$ cat config.mk
export PLATFORM = sky130hd
export DESIGN_NAME = szh_sprite0_hit
export DESIGN_NICKNAME = d
export VERILOG_FILES = /design/src/rtl/szh_pkg.sv /design/src/rtl/szh_qualify.sv /design/src/rtl/szh_clear_gen.sv /design/src/rtl/szh_flag.sv /design/src/rtl/szh_status.sv /design/src/rtl/szh_sprite0_hit.sv
export SDC_FILE = /design/constraint.sdc
export NUM_CORES = 1
export LEC_CHECK = 0
export BUFFER_PORTS_ARGS = -buffer_cell sky130_fd_sc_hd__clkbuf_2
export CORE_AREA = 2 2 39 41
export DETAILED_ROUTE_END_ITERATION = 10
export DIE_AREA = 0 0 41 43
export PLACE_DENSITY = 0.76
export SYNTH_ARGS = -nofsm -noshare
export SYNTH_HDL_FRONTEND = slang
export SYNTH_SLANG_ARGS = --single-unit
$ cat constraint.sdc
create_clock -name clk -period 2 [get_ports clk]
set_input_delay 0.4 -clock clk [delete_from_list [all_inputs] [get_ports clk]]
set_output_delay 0.4 -clock clk [all_outputs]
set_load 0.01 [all_outputs]
$ cat src/rtl/szh_pkg.sv
package szh_pkg;

    localparam int PIX_W = 2;

    // One pixel's worth of layer data handed to the qualifier
    typedef struct packed {
        logic [PIX_W-1:0] bg;
        logic [PIX_W-1:0] spr;
        logic             slot0;
        logic             behind;
    } pix_sample_t;

    // Sticky flag register contents
    typedef struct packed {
        logic hit;
    } flag_state_t;

endpackage

$ cat src/rtl/szh_qualify.sv
module szh_qualify
    import szh_pkg::*;
#(
    parameter int SCREEN_W    = 256,
    parameter int SCREEN_H    = 240,
    parameter int X_W         = 8,
    parameter int Y_W         = 9,
    parameter int SY_W        = 8,
    parameter bit EXCL_EDGE   = 1'b1,
    parameter bit EXCL_SPR_Y  = 1'b1,
    parameter int BLANK_SPR_Y = 255
) (
    input  logic            pix_en,
    input  logic            render_en,
    input  logic [X_W-1:0]  scan_x,
    input  logic [Y_W-1:0]  scan_y,
    input  logic [SY_W-1:0] spr_y,
    input  pix_sample_t     smp,
    output logic            hit_o
);
    localparam int EDGE_X = SCREEN_W - 1;

    logic in_area;
    logic both_opaque;
    logic edge_ok;
    logic spry_ok;
    logic behind_unused;

    // priority is intentionally not part of the decision
    assign behind_unused = smp.behind;

    always_comb begin
        in_area = ({{(32-X_W){1'b0}}, scan_x} < 32'(SCREEN_W)) &&
                  ({{(32-Y_W){1'b0}}, scan_y} < 32'(SCREEN_H));
        both_opaque = (smp.bg != '0) && (smp.spr != '0);
    end

    generate
        if (EXCL_EDGE) begin : g_edge
            assign edge_ok = (scan_x != X_W'(EDGE_X));
        end else begin : g_no_edge
            assign edge_ok = 1'b1;
        end
        if (EXCL_SPR_Y) begin : g_spry
            assign spry_ok = (spr_y != SY_W'(BLANK_SPR_Y));
        end else begin : g_no_spry
            assign spry_ok = 1'b1;
        end
    endgenerate

    assign hit_o = pix_en && render_en && in_area && both_opaque &&
                   smp.slot0 && edge_ok && spry_ok;

endmodule

$ cat src/rtl/szh_clear_gen.sv
module szh_clear_gen #(
    parameter int Y_W      = 9,
    parameter int C_W      = 9,
    parameter int PRE_LINE = 261,
    parameter int CLR_CYC  = 1
) (
    input  logic           pix_en,
    input  logic [Y_W-1:0] scan_y,
    input  logic [C_W-1:0] line_cyc,
    output logic           clr_o
);
    assign clr_o = pix_en &&
                   (scan_y == Y_W'(PRE_LINE)) &&
                   (line_cyc == C_W'(CLR_CYC));
endmodule

$ cat src/rtl/szh_flag.sv
module szh_flag
    import szh_pkg::*;
(
    input  logic clk,
    input  logic rst_n,
    input  logic set_i,
    input  logic clr_i,
    output logic flag_o
);
    flag_state_t st_d, st_q;

    always_comb begin
        st_d = st_q;
        if (clr_i) begin
            st_d.hit = 1'b0;
        end else if (set_i) begin
            st_d.hit = 1'b1;
        end
    end

    always_ff @(posedge clk or negedge rst_n) begin
        if (!rst_n) begin
            st_q <= '0;
        end else begin
            st_q <= st_d;
        end
    end

    assign flag_o = st_q.hit;

    // sticky until the clear pulse
    a_r6_sticky: assert property (@(posedge clk) disable iff (!rst_n)
        (flag_o && !clr_i) |=> flag_o);

endmodule

$ cat src/rtl/szh_status.sv
module szh_status #(
    parameter int STAT_W   = 8,
    parameter int FLAG_BIT = 6
) (
    input  logic              clk,
    input  logic              rst_n,
    input  logic              rd_en,
    input  logic              flag_i,
    output logic [STAT_W-1:0] rd_data
);
    typedef struct packed {
        logic [STAT_W-1:0] data;
    } rd_state_t;

    rd_state_t         rd_d, rd_q;
    logic [STAT_W-1:0] image;

    generate
        for (genvar i = 0; i < STAT_W; i++) begin : g_bit
            if (i == FLAG_BIT) begin : g_flag
                assign image[i] = flag_i;
            end else begin : g_zero
                assign image[i] = 1'b0;
            end
        end
    endgenerate

    always_comb begin
        rd_d = rd_q;
        if (rd_en) begin
            rd_d.data = image;
        end
    end

    always_ff @(posedge clk or negedge rst_n) begin
        if (!rst_n) begin
            rd_q <= '0;
        end else begin
            rd_q <= rd_d;
        end
    end

    assign rd_data = rd_q.data;

    // captured byte reflects the pre-edge flag in its bit
    a_r9_read_bit: assert property (@(posedge clk) disable iff (!rst_n)
        rd_en |=> (rd_data[FLAG_BIT] == $past(flag_i)));
    // no other status bit is ever driven
    a_r9_only_flag: assert property (@(posedge clk) disable iff (!rst_n)
        $onehot0(rd_data) && (rd_data[FLAG_BIT] || rd_data == '0));
    // byte holds when no read
    a_r9_hold: assert property (@(posedge clk) disable iff (!rst_n)
        !rd_en |=> $stable(rd_data));

endmodule

$ cat src/rtl/szh_sprite0_hit.sv
module szh_sprite0_hit
    import szh_pkg::*;
#(
    parameter int SCREEN_W    = 256,
    parameter int SCREEN_H    = 240,
    parameter int PRE_LINE    = 261,
    parameter int LINE_CYCLES = 341,
    parameter int CLR_CYC     = 1,
    parameter int BLANK_SPR_Y = 255,
    parameter int STAT_W      = 8,
    parameter int FLAG_BIT    = 6,
    parameter int X_W         = $clog2(SCREEN_W),
    parameter int Y_W         = $clog2(PRE_LINE + 1),
    parameter int C_W         = $clog2(LINE_CYCLES),
    parameter int SY_W        = 8
) (
    input  logic              clk,
    input  logic              rst_n,
    input  logic              pix_en,
    input  logic              render_en,
    input  logic [X_W-1:0]    scan_x,
    input  logic [Y_W-1:0]    scan_y,
    input  logic [C_W-1:0]    line_cyc,
    input  logic [PIX_W-1:0]  bg_pix,
    input  logic [PIX_W-1:0]  spr_pix,
    input  logic              spr_slot0,
    input  logic [SY_W-1:0]   spr_y,
    input  logic              spr_behind,
    input  logic              rd_en,
    output logic [STAT_W-1:0] rd_data,
    output logic              hit_flag
);
    localparam int EDGE_X = SCREEN_W - 1;

    pix_sample_t smp;
    logic        hit_now;
    logic        clr_now;

    assign smp = '{bg: bg_pix, spr: spr_pix, slot0: spr_slot0, behind: spr_behind};

    szh_qualify #(
        .SCREEN_W   (SCREEN_W),
        .SCREEN_H   (SCREEN_H),
        .X_W        (X_W),
        .Y_W        (Y_W),
        .SY_W       (SY_W),
        .EXCL_EDGE  (1'b1),
        .EXCL_SPR_Y (1'b1),
        .BLANK_SPR_Y(BLANK_SPR_Y)
    ) u_qual (
        .pix_en   (pix_en),
        .render_en(render_en),
        .scan_x   (scan_x),
        .scan_y   (scan_y),
        .spr_y    (spr_y),
        .smp      (smp),
        .hit_o    (hit_now)
    );

    szh_clear_gen #(
        .Y_W     (Y_W),
        .C_W     (C_W),
        .PRE_LINE(PRE_LINE),
        .CLR_CYC (CLR_CYC)
    ) u_clr (
        .pix_en  (pix_en),
        .scan_y  (scan_y),
        .line_cyc(line_cyc),
        .clr_o   (clr_now)
    );

    szh_flag u_flag (
        .clk   (clk),
        .rst_n (rst_n),
        .set_i (hit_now),
        .clr_i (clr_now),
        .flag_o(hit_flag)
    );

    szh_status #(
        .STAT_W  (STAT_W),
        .FLAG_BIT(FLAG_BIT)
    ) u_stat (
        .clk    (clk),
        .rst_n  (rst_n),
        .rd_en  (rd_en),
        .flag_i (hit_flag),
        .rd_data(rd_data)
    );

    // a rising flag follows two opaque pixels
    a_r1_opaque: assert property (@(posedge clk) disable iff (!rst_n)
        $rose(hit_flag) |-> ($past(bg_pix) != '0 && $past(spr_pix) != '0));
    // only slot 0 raises the flag
    a_r2_slot0: assert property (@(posedge clk) disable iff (!rst_n)
        $rose(hit_flag) |-> $past(spr_slot0));
    // never from the last column
    a_r3_edge: assert property (@(posedge clk) disable iff (!rst_n)
        $rose(hit_flag) |-> ($past(scan_x) != X_W'(EDGE_X)));
    // never from a sprite at y 255
    a_r4_spr_y: assert property (@(posedge clk) disable iff (!rst_n)
        $rose(hit_flag) |-> ($past(spr_y) != SY_W'(BLANK_SPR_Y)));
    // only while rendering inside the visible area
    a_r7_area: assert property (@(posedge clk) disable iff (!rst_n)
        $rose(hit_flag) |-> ($past(pix_en) && $past(render_en) &&
                             $past(scan_y) < Y_W'(SCREEN_H)));
    // the pre-render position clears the flag
    a_r5_clear: assert property (@(posedge clk) disable iff (!rst_n)
        (pix_en && scan_y == Y_W'(PRE_LINE) && line_cyc == C_W'(CLR_CYC))
        |=> !hit_flag);

endmodule

==> impl_summary.md <==
Clocking
The clock latency of the later-clocked register in the worst-skew pair is 220 ps. The number of clock buffers added by TritonCTS is 3. The count of hold buffers inserted by post-cts repair is 1. The clock root buffer is sky130_fd_sc_hd__clkbuf_4. The CTS tree is built. The depth of the CTS H-tree is 1. The number of setup buffers added after CTS is 0. After clock tree synthesis, the repair step resized 0 gates. Clock-pin slew was measured on the worst setup and hold paths at 30 ps.

The clock passes through at most 2 buffers. Clock tree synthesis found a total of 2 sinks.

Power
The proportion of power drawn by combinational gates is 0.355. The portion of total power attributed to sequential cells is 0.244. Internal power comes to 161.8 uW. The fraction of power spent switching nets is 0.2597. IR analysis of the VDD net gives a maximum drop of 0.0001775 V.

For this design the total switching power over the nets is 56.78 uW. Summed over all cells, the static leakage comes to 0.0002726 uW. The clock network fraction of total power is 0.401. The power density relative to cell area is 437.9 nW/um^2. The power after layout is 218.6 uW.

Setup path
STA puts the critical path data arrival time at 730 ps. The dominant delay contributor by cell family on the critical path is flip-flops. The nature of the critical path endpoint is an output port. Among all stages on the critical path, the largest delay is contributed by sky130_fd_sc_hd__dfrtp_1.

In this design, the stage delay of the slowest critical-path cell is 370 ps. The worst setup path is launched from a flop. The worst-path maximum fanout is 3. The category of the most critical setup path is reg2out. Traced cell by cell, the critical path runs through clkbuf_2. The number of buffers and inverters on the critical path is 1. The required time at the endpoint of the critical path is 1600 ps.

Yosys
The number of distinct standard cells referenced by the synthesized netlist is 15. The most used flip-flop cell after synthesis is sky130_fd_sc_hd__dfrtp_1. Dividing the synthesized area by the synthesized cell count gives 8.672 um^2.

In this run, synthesis inferred 0 flip-flops with an integrated enable. For this run, asynchronously set or reset flops after synthesis account for 1.000. The gate count of the mapped netlist is 29. During synthesis, Yosys emitted a total of 0 warnings.

The total of flip-flops plus latches after synthesis is 2. The mapped cell area is 251.5 um^2. The area fraction of the dominant cell type after synthesis is 0.2090. In the post-synthesis netlist, the biggest area contributors are sky130_fd_sc_hd__buf_4 21%, sky130_fd_sc_hd__dfrtp_1 20%, sky130_fd_sc_hd__nand4_1 12%, sky130_fd_sc_hd__nor4b_1 7.0%, sky130_fd_sc_hd__o221ai_2 6.0%.

The post-synthesis sequential area ratio is 0.1990. The library cell with the largest summed area after synthesis is sky130_fd_sc_hd__buf_4.

Finish
The fraction of layout instances using a drive strength above 1 is 0.6623. Counting the fill cells in the layout gives 150. The most common cell after layout, fill and taps aside is sky130_fd_sc_hd__clkbuf_2.

Leaving out fill and tap cells, the most frequent cells in the layout are 45 x sky130_fd_sc_hd__clkbuf_2, 7 x sky130_fd_sc_hd__conb_1, 5 x sky130_fd_sc_hd__nand4_1, 3 x sky130_fd_sc_hd__nor2_1, 3 x sky130_fd_sc_hd__clkbuf_4. Measured on the finished design, the core utilization comes to 0.3608. Once layout is complete, the cells apart from fillers number 93. The final layout net count is 124.

The count of inserted antenna diode cells is 0. Relative to the synthesized area, the layout overhead comes to 98.51%.

Routing
The detailed-route DRC error count is 0. In this run, the number of DRC markers left after iteration 0 of detailed routing was 1. The number of iterations in the first detailed-routing pass is 2. The number of nets with antenna violations after detailed routing is 0. The per-cell via count in the routed design is 4.495. After detailed routing, the average wire length per cell comes to 8.849 um. Summed over all layers, the routed wires come to 823 um.

Across all layers, the routed design uses 418 vias.

Global routing
The overall routing resource usage is 0.09328. The via count of the first global-routing pass came to 329. After global routing the overflow that remains totals 0. The global-route wire length before repair is 1048 um. The number of antenna violations at the first check in global routing is 0.

Entering global routing, the biggest net connects 4 pins.

Floorplanning
The die outline area is 1763 um^2. The count of standard-cell rows is 14. The area inside the core boundary is 1384 um^2. The vertical die dimension is 43 um. The I/O pin total is 54. The starting density of the core is 0.1817. Measured along the x axis, the die boundary spans 41 um.

Run
Max-cap violations in this run came to 0.

Timing
The final period demand of the worst path is 1127 ps. Setup violations remaining at the end of the flow were counted as 0. Derived from the worst setup path, the maximum achievable clock frequency is 887.5 MHz. The worst hold slack across all endpoints is 441.2 ps. The count of pins over their slew limit came to 0. Setup total negative slack on the finished layout was measured at 0 ps. The final clock skew is 1.800 ps. Setup repair after global routing left no endpoint under its margin. Dividing the final minimum period by the clock period gives 0.5634.

The number of failing hold endpoints at the final stage is 0.

Run status
The run finished with clean final reports.

Placement
During placement, the flow inserted port buffers numbering 45. The congestion estimate from routability-driven global placement came to 0.6005. After detailed placement, the design holds a cell count of 89.

Min path
The class of the tightest hold or removal check is in2reg.
-- per-stage QoR --
stage	instance area, um^2	setup WS, ps
finish	499.2	873.2
global route	499.2	825.5
CTS	499.2	852.5
detailed placement	466.7	662.8
global placement	466.7	678.1
floorplan	274.0	874.4
-- sequential cells by signal, indices dropped and copies added (netlist names) --
name and flops:
u_flag.flag_o 1, u_stat.rd_data 1
-- power groups by stage --
stage / sequential [uW] / clock, uW / combinational, uW
after CTS: 53.5 / 97.4 / 78.7
after detailed placement: 54.0 / 0 / 77.0
after floorplan: 58.0 / 0 / 29.6
final: 53.3 / 87.6 / 77.7
after global routing: 54.8 / 93.0 / 87.4
after global placement: 54.1 / 0 / 74.4
-- per-layer routing --
metal  track usage  part of all wire  vias to the layer above
met5             0                 0                        -
met4       0.08000                 0                        0
met3       0.03141              0.17                        0
met2        0.1750              0.54                       32
met1       0.06090              0.30                      185
li1              -                 -                      201
-- final cells by class --
type,instances,area [um^2],share of cell area
sequential,2,50.05,0.1003
clock buffer,3,22.52,0.04511
tap,16,20.02,0.04010
multi-input combinational,26,171.4,0.3434
timing repair buffer,46,235.2,0.4712
-- logic make-up after synthesis --
kind of cell | count (synthesis) | synth area share
other | 1 | 0.01491
DFF | 2 | 0.1990
muxes | 1 | 0.04477
and+or+nand+nor | 16 | 0.4378
buffers and inverters | 7 | 0.2090
AOI/OAI and AO/OA | 2 | 0.09452
-- worst paths after layout --
kind / from / endpoint / slack, ps / cells after the start
max: u_flag.flag_o$_DFFE_PN0P_ / hit_flag / 870 / 1
min: rd_en / u_stat.rd_data[6]$_DFFE_PN0P_ / 440 / 2
max reg2reg: u_flag.flag_o$_DFFE_PN0P_ / u_stat.rd_data[6]$_DFFE_PN0P_ / 1240 / 1
min reg2reg: u_stat.rd_data[6]$_DFFE_PN0P_ / u_stat.rd_data[6]$_DFFE_PN0P_ / 510 / 1
max in group asynchronous: rst_n / u_stat.rd_data[6]$_DFFE_PN0P_ / 1410 / 2
min in group asynchronous: rst_n / u_flag.flag_o$_DFFE_PN0P_ / 500 / 2
-- synth_stat cells, types with 2 or more instances --
master and count:
sky130_fd_sc_hd__buf_4 7, sky130_fd_sc_hd__nand4_1 5, sky130_fd_sc_hd__dfrtp_1 2, sky130_fd_sc_hd__nor2_1 3, sky130_fd_sc_hd__nor4b_1 2
Power figures use the tool's default switching activity.
